[config.mk]
export PLATFORM = sky130hd
export DESIGN_NAME = prio_group_seq
export DESIGN_NICKNAME = d
export VERILOG_FILES = /design/src/rtl/prio_group_seq_pkg.sv /design/src/rtl/prio_group_seq_cfg.sv /design/src/rtl/prio_group_seq_pick.sv /design/src/rtl/prio_group_seq_ctrl.sv /design/src/rtl/prio_group_seq.sv
export SDC_FILE = /design/constraint.sdc
export NUM_CORES = 1
export LEC_CHECK = 0
export ABC_AREA = 1
export BUFFER_PORTS_ARGS = -buffer_cell sky130_fd_sc_hd__buf_4
export CORE_MARGIN = 2
export CORE_UTILIZATION = 52
export DETAILED_ROUTE_END_ITERATION = 7
export PLACE_DENSITY = 0.78
export SLEW_MARGIN = 25
export SYNTH_ARGS = -nofsm -noshare
export SYNTH_HDL_FRONTEND = slang
export SYNTH_SLANG_ARGS = --single-unit
export TNS_END_PERCENT = 20
[constraint.sdc]
create_clock -name clk -period 2.44 [get_ports clk]
set_clock_uncertainty 0.1 [all_clocks]
set_input_delay 0.488 -clock clk [delete_from_list [all_inputs] [get_ports clk]]
set_output_delay 0.488 -clock clk [all_outputs]
set_load 0.005 [all_outputs]
[src/rtl/prio_group_seq_pkg.sv]
// Shared types for the priority channel group sequencer.
package prio_group_seq_pkg;

    // Software-visible option set, locked while the unit is enabled.
    typedef struct packed {
        logic scan;
        logic sync;
        logic dma;
    } seq_cfg_t;

endpackage

[src/rtl/prio_group_seq_cfg.sv]
// Option and mask registers.
// Assumes: options change only while the unit is disabled; the mask is
// writable at any time and survives disable.
module prio_group_seq_cfg
    import prio_group_seq_pkg::*;
#(
    parameter int NCH = 8
) (
    input  logic           clk,
    input  logic           rst_n,
    input  logic           unit_en_i,
    input  logic           cfg_we_i,
    input  seq_cfg_t       cfg_i,
    input  logic           mask_we_i,
    input  logic [NCH-1:0] mask_i,
    output seq_cfg_t       cfg_o,
    output logic [NCH-1:0] mask_o
);

    // Option register: write accepted only while disabled.
    always_ff @(posedge clk) begin
        if (!rst_n) begin
            cfg_o <= '0;
        end else if (cfg_we_i && !unit_en_i) begin
            cfg_o <= cfg_i;
        end
    end

    // Channel mask register.
    always_ff @(posedge clk) begin
        if (!rst_n) begin
            mask_o <= '0;
        end else if (mask_we_i) begin
            mask_o <= mask_i;
        end
    end

endmodule

[src/rtl/prio_group_seq_pick.sv]
// Finds the lowest set mask bit at or above base_i. With WRAP=1 it falls
// back to the lowest set bit overall when none lies at or above base_i.
// Assumes NCH >= 2; base_i may equal NCH (nothing at or above).
module prio_group_seq_pick #(
    parameter int NCH  = 8,
    parameter bit WRAP = 1'b1,
    localparam int CW  = $clog2(NCH)
) (
    input  logic [NCH-1:0] mask_i,
    input  logic [CW:0]    base_i,
    output logic           valid_o,
    output logic [CW-1:0]  idx_o
);

    logic          ge_valid;
    logic [CW-1:0] ge_idx;

    // Lowest selected channel at or above the base.
    always_comb begin
        ge_valid = 1'b0;
        ge_idx   = '0;
        for (int i = NCH - 1; i >= 0; i--) begin
            if (mask_i[i] && ((CW+1)'(i) >= base_i)) begin
                ge_valid = 1'b1;
                ge_idx   = CW'(i);
            end
        end
    end

    generate
        if (WRAP) begin : g_wrap
            logic          low_valid;
            logic [CW-1:0] low_idx;

            // Lowest selected channel overall, used on wrap-around.
            always_comb begin
                low_valid = 1'b0;
                low_idx   = '0;
                for (int i = NCH - 1; i >= 0; i--) begin
                    if (mask_i[i]) begin
                        low_valid = 1'b1;
                        low_idx   = CW'(i);
                    end
                end
            end

            assign valid_o = ge_valid | low_valid;
            assign idx_o   = ge_valid ? ge_idx : low_idx;
        end else begin : g_nowrap
            assign valid_o = ge_valid;
            assign idx_o   = ge_idx;
        end
    endgenerate

endmodule

[src/rtl/prio_group_seq_ctrl.sv]
// Request sequencing: accepts starts, issues per-channel start pulses,
// tracks pending, advances the single-mode pointer, raises DMA requests.
// Assumes: conv_done_i is a one-cycle pulse per conversion; mask and
// options come from registers.
module prio_group_seq_ctrl
    import prio_group_seq_pkg::*;
#(
    parameter int NCH = 8,
    localparam int CW = $clog2(NCH)
) (
    input  logic           clk,
    input  logic           rst_n,
    input  logic           unit_en_i,
    input  seq_cfg_t       cfg_i,
    input  logic [NCH-1:0] mask_i,
    input  logic           mask_we_i,
    input  logic           sw_start_i,
    input  logic           master_start_i,
    input  logic           conv_done_i,
    output logic           conv_start_o,
    output logic [CW-1:0]  conv_chan_o,
    output logic           pending_o,
    output logic           dma_req_o,
    output logic           launch_o
);

    logic          first_valid, next_valid;
    logic [CW-1:0] first_idx, next_idx, ptr_q, ptr_after;
    logic [CW:0]   first_base, next_base;
    logic          start_acc, done_acc;

    assign first_base = cfg_i.scan ? '0 : {1'b0, ptr_q};
    assign next_base  = {1'b0, conv_chan_o} + 1'b1;
    assign ptr_after  = (conv_chan_o == CW'(NCH - 1)) ? '0 : conv_chan_o + 1'b1;

    assign start_acc = !pending_o && (sw_start_i || (cfg_i.sync && master_start_i));
    assign done_acc  = pending_o && !conv_start_o && conv_done_i;
    assign launch_o  = unit_en_i && !pending_o && sw_start_i;

    prio_group_seq_pick #(.NCH(NCH), .WRAP(1'b1)) u_first (
        .mask_i  (mask_i),
        .base_i  (first_base),
        .valid_o (first_valid),
        .idx_o   (first_idx)
    );

    prio_group_seq_pick #(.NCH(NCH), .WRAP(1'b0)) u_next (
        .mask_i  (mask_i),
        .base_i  (next_base),
        .valid_o (next_valid),
        .idx_o   (next_idx)
    );

    // Sequencing state: pending, start pulse, channel, pointer, DMA pulse.
    always_ff @(posedge clk) begin
        if (!rst_n || !unit_en_i) begin
            pending_o    <= 1'b0;
            conv_start_o <= 1'b0;
            conv_chan_o  <= '0;
            ptr_q        <= '0;
            dma_req_o    <= 1'b0;
        end else begin
            conv_start_o <= 1'b0;
            dma_req_o    <= 1'b0;
            if (start_acc) begin
                if (first_valid) begin
                    pending_o    <= 1'b1;
                    conv_start_o <= 1'b1;
                    conv_chan_o  <= first_idx;
                end
            end else if (done_acc) begin
                dma_req_o <= cfg_i.dma;
                if (cfg_i.scan && next_valid) begin
                    conv_chan_o  <= next_idx;
                    conv_start_o <= 1'b1;
                end else begin
                    pending_o <= 1'b0;
                    if (!cfg_i.scan) begin
                        ptr_q <= ptr_after;
                    end
                end
            end
            if (mask_we_i && !cfg_i.scan) begin
                ptr_q <= '0;
            end
        end
    end

endmodule

[src/rtl/prio_group_seq.sv]
// Top of the priority channel group sequencer. Wires the option/mask
// registers to the sequencing controller and exposes the options.
// Assumes NCH >= 2 and a synchronous active-low reset.
module prio_group_seq
    import prio_group_seq_pkg::*;
#(
    parameter int NCH = 8,
    localparam int CW = $clog2(NCH)
) (
    input  logic           clk,
    input  logic           rst_n,
    input  logic           unit_en_i,
    input  logic           cfg_we_i,
    input  logic           cfg_scan_i,
    input  logic           cfg_sync_i,
    input  logic           cfg_dma_i,
    input  logic           mask_we_i,
    input  logic [NCH-1:0] mask_i,
    input  logic           sw_start_i,
    input  logic           master_start_i,
    input  logic           conv_done_i,
    output logic           conv_start_o,
    output logic [CW-1:0]  conv_chan_o,
    output logic           pending_o,
    output logic           dma_req_o,
    output logic           launch_o,
    output logic           scan_o,
    output logic           sync_o,
    output logic           dma_en_o
);

    seq_cfg_t       cfg_wr, cfg_q;
    logic [NCH-1:0] mask_q;

    assign cfg_wr = '{scan: cfg_scan_i, sync: cfg_sync_i, dma: cfg_dma_i};

    prio_group_seq_cfg #(.NCH(NCH)) u_cfg (
        .clk       (clk),
        .rst_n     (rst_n),
        .unit_en_i (unit_en_i),
        .cfg_we_i  (cfg_we_i),
        .cfg_i     (cfg_wr),
        .mask_we_i (mask_we_i),
        .mask_i    (mask_i),
        .cfg_o     (cfg_q),
        .mask_o    (mask_q)
    );

    prio_group_seq_ctrl #(.NCH(NCH)) u_ctrl (
        .clk            (clk),
        .rst_n          (rst_n),
        .unit_en_i      (unit_en_i),
        .cfg_i          (cfg_q),
        .mask_i         (mask_q),
        .mask_we_i      (mask_we_i),
        .sw_start_i     (sw_start_i),
        .master_start_i (master_start_i),
        .conv_done_i    (conv_done_i),
        .conv_start_o   (conv_start_o),
        .conv_chan_o    (conv_chan_o),
        .pending_o      (pending_o),
        .dma_req_o      (dma_req_o),
        .launch_o       (launch_o)
    );

    assign scan_o   = cfg_q.scan;
    assign sync_o   = cfg_q.sync;
    assign dma_en_o = cfg_q.dma;

endmodule

==> out/qor.tcl <==
set qor(synth.area.top_cells) {dfxtp_1 (32%), nand2_1 (15%), o21ai_0 (7.7%), nor2_1 (7.3%), inv_1 (6.4%)}
set qor(number_of_maximum_capacitance_constraint_violations) 0
set qor(start_kind) {flop}
set qor(grt_overflow) 0
set qor(grt_start_max_net_pins) 16
set qor(final-seq-area_um2) 402
set qor(drt_iter0_markers) 41
set qor(synth_nets) 218
set qor(synthesis.yosys.warnings) 0
set qor(rsz0062_at_grt) {no}
set qor(r2r_end) {u_ctrl.conv_chan_o[2]$_SDFFE_PP0P_}
set qor(post_drt_wl_per_cell_um) 12.6
set qor(critical-path-max-stage-delay_ns) 0.41
set qor(drive_above_1_share_pct) 20.1
set qor(internal_power_uw) 596
set qor(power_frac_clock_pct) 32.7
set qor(tritoncts_clock_tree) {done}
set qor(layout-area-overhead-vs-synth_pct) 23.6
set qor(cts_h_tree_lvls) 1
set qor(drc_errors) 0
set qor(worst_setup_hold_path_clk_slew_ns) 0.13
set qor(post_synthesis_instance_total) 194
set qor(route.vias.total) 1370
set qor(worstSetupEndpointType) {flop}
set qor(synth_enable_flop_cells) 0
set qor(top_level_ports) 29
set qor(post_synth_instance_area_mm2) 0.00124
set qor(p_switching_uw) 252
set qor(timing.reg2reg.setup_slack_ns) 0.27
set qor(power.leakage_nw) 0.742
set qor(num_rows) 17
set qor(seqPwrFrac_pct) 43.7
set qor(min_to) {u_cfg.mask_o[5]$_SDFFE_PN0P_}
set qor(totalWireLength_mm) 3.17
set qor(worst_max_slew_margin_expressed_relative_to_the_limit_pct) 70.3
set qor(tightestPinTransition_ns) 0.446
set qor(timing_hold_violations_final) 0
set qor(setup_violations) 0
set qor(starting_density_pct) 55.4
set qor(worst_path_dominant_cell_family) {simple AND/OR/NAND/NOR gates}
set qor(die_area_mm2) 0.00278
set qor(area_used_by_multi_input_combinational_logic_um2) 737
set qor(rr_worst_depth) 11
set qor(dpl.cell_count) 248
set qor(route.antenna.remaining_nets) 0
set qor(final-instance-count-excl-fill) 252
set qor(via_per_inst) 5.44
set qor(place.detailed.hpwl_mm) 2.47
set qor(synth-seq-area-share_pct) 32.4
set qor(synth_cell_type_count) 26
set qor(outcome) {finished clean}
set qor(hp-class) {in2reg}
set qor(worst_path_slowest_cell) {dfxtp_1}
set qor(final.period_utilization_pct) 88.9
set qor(synthesis.area_per_instance_um2) 6.37
set qor(slew_violations) 0
set qor(p_total_uw) 847
set qor(fin_tns_setup_ns) 0
set qor(synth_most_common_cell) {nand2_1}
set qor(post-synth-top-area-fraction_pct) 32.4
set qor(die_height_um) 52.8
set qor(synth.cells.most_frequent) {nand2_1 (50), nor2_1 (24), inv_1 (21)}
set qor(floorplan.core_area_mm2) 0.00223
set qor(switching_share_pct) 29.7
set qor(worstPathMaxFanout) 7
set qor(hold_path_depth) 3
set qor(clock_path_buffers) 2
set qor(first_pass_iters) 4
set qor(tritoncts_num_sinks) 20
set qor(max_freq_ghz) 0.461
set qor(hold_start) {mask_i[5]}
set qor(critical_path.n_buffers_inverters) 1
set qor(track_usage_pct) 26.1
set qor(clock_buffer_count_from_cts) 3
set qor(regToRegStartpoint) {u_ctrl.conv_chan_o[1]$_SDFFE_PP0P_}
set qor(whs_ns) 0.294
set qor(num-fill-cells) 195
set qor(synth_flop_cell) {dfxtp_1}
set qor(pwr_density_cell_mw_per_mm2) 555
set qor(synthArstFlopShare_pct) 0
set qor(final_nets) 249
set qor(num_antenna_cells) 0
set qor(clock_root_buffer_master) {clkbuf_4}
set qor(first_pass_grt_wire_length_mm) 5.32
set qor(comb_power_share_pct) 23.6
set qor(number_of_global_route_vias_before_repair) 1182
set qor(clk-insertion-delay-late_ns) 0.31
set qor(count_of_input_and_output_buffers) 28
set qor(worst_ep_arrival_time_ns) 2.29
set qor(synth-seq-cells) 20
set qor(dieWidth_um) 52.8
set qor(cp.required_ns) 2.56
set qor(critical_path.cell_chain) {ha_1 > ha_1 > inv_1 > o211ai_1 > nand2_1 > nor2_2 > nand2_1 > nand3_2 > nand2_4 > o21ai_1 > nor2_1}
set qor(irDropWorstVdd_v) 0.000357
set qor(area_leader_netlist) {dfxtp_1}
set qor(period_minus_slack_ns) 2.17
set qor(routability_congestion_estimate_from_global_placement) 0.882
set qor(worstSetupPathType) {reg2reg}
set qor(number_of_antenna_violations_at_the_first_check_in_global_routing) 0
flip-flops by register name, indices dropped and copies added (netlist names):
register / count
u_cfg.mask_o: 8
u_cfg.cfg_o: 3
u_ctrl.conv_chan_o: 3
u_ctrl.ptr_q: 3
u_ctrl.conv_start_o: 1
u_ctrl.dma_req_o: 1
u_ctrl.pending_o: 1
worst reg2reg max path: cells and delay by family (launching register included):
family          cells  cell delay, ns
simple gates        6            0.55
compound gates      2            0.44
buf+inv             1            0.09
fa+ha+maj           2            0.50
flops               1            0.41
area by class of cell:
type,instances,area share [%]
clock buffer,3,1.47
clock inverter,1,1.97
inverter,24,5.98
multi-input combinational,148,48.2
sequential,20,26.3
tap,28,2.29
timing repair buffer,28,13.8
layer usage:
metal	vias to the layer above	part of all wire, %	track usage, %
met5	-	0	0
met4	0	2.3	8.55
met3	10	6.0	4.00
met2	45	45	42.1
met1	616	47	35.4
li1	699	-	-
placed cells by master, fill, tap and decap left out, drive strengths merged:
master | netlist | final
and2 | 1 | 1
clkbuf | 2 | 3
o211ai | 2 | 2
nor2 | 26 | 26
a21boi | 1 | 1
ha | 5 | 5
a21oi | 16 | 16
dfxtp | 20 | 20
nor3 | 3 | 3
inv | 23 | 23
a211oi | 1 | 1
bufinv | 0 | 1
nand2 | 52 | 52
o31ai | 1 | 1
nand4 | 3 | 3
clkinv | 1 | 1
o21ai | 24 | 24
buf | 0 | 28
nand3 | 11 | 11
a31oi | 2 | 2
logic make-up (layout without fill, tap and decap cells):
logic type | count (synthesis) | count (layout) | synth area share [%]
flip-flops | 20 | 20 | 32.4
adder cells (fa/ha/maj) | 5 | 5 | 5.06
AND/OR/NAND/NOR | 96 | 96 | 33.4
buffers and inverters | 26 | 56 | 8.00
AO/OA/AOI/OAI | 47 | 47 | 21.2
per-stage QoR:
stage | utilization, % | area [um^2] | setup WS, ns
6_report | 68.4 | 1530 | 0.270
5_1_grt | 68.4 | 1530 | 0.00808
4_1_cts | 68.3 | 1530 | 0.262
3_5_place_dp | 66.0 | 1470 | 0.290
3_3_place_gp | 66.0 | 1470 | 0.376
2_1_floorplan | - | 1240 | 0.453
worst max path at each step:
stage | startpoint | to | slack (ns) | depth (start not counted)
after floorplan | u_ctrl.conv_chan_o[0]$_SDFFE_PP0P_ | u_ctrl.conv_chan_o[0]$_SDFFE_PP0P_ | 0.45 | 11
after global placement | u_ctrl.conv_chan_o[0]$_SDFFE_PP0P_ | u_ctrl.conv_chan_o[2]$_SDFFE_PP0P_ | 0.38 | 14
after detailed placement | u_ctrl.conv_chan_o[0]$_SDFFE_PP0P_ | u_ctrl.conv_chan_o[2]$_SDFFE_PP0P_ | 0.29 | 11
after CTS | u_ctrl.conv_chan_o[0]$_SDFFE_PP0P_ | u_ctrl.conv_chan_o[2]$_SDFFE_PP0P_ | 0.26 | 11
after global routing | u_ctrl.conv_chan_o[1]$_SDFFE_PP0P_ | u_ctrl.conv_chan_o[2]$_SDFFE_PP0P_ | 0.008 | 14
final | u_ctrl.conv_chan_o[1]$_SDFFE_PP0P_ | u_ctrl.conv_chan_o[2]$_SDFFE_PP0P_ | 0.27 | 11
power by group through the flow:
stage,Clock (mW),Sequential [mW],Combinational (mW)
3_5_place_dp,0,0.376,0.197
4_1_cts,0.278,0.369,0.199
2_1_floorplan,0,0.370,0.132
5_1_grt,0.292,0.372,0.230
6_report,0.277,0.370,0.200
3_3_place_gp,0,0.375,0.193
what timing repair did:
item,CTS,global route
endpoints found under the setup margin,0,1
buffers inserted,0,0
hold buffers,0,0
resized for setup,0,1
Power figures use the tool's default switching activity.
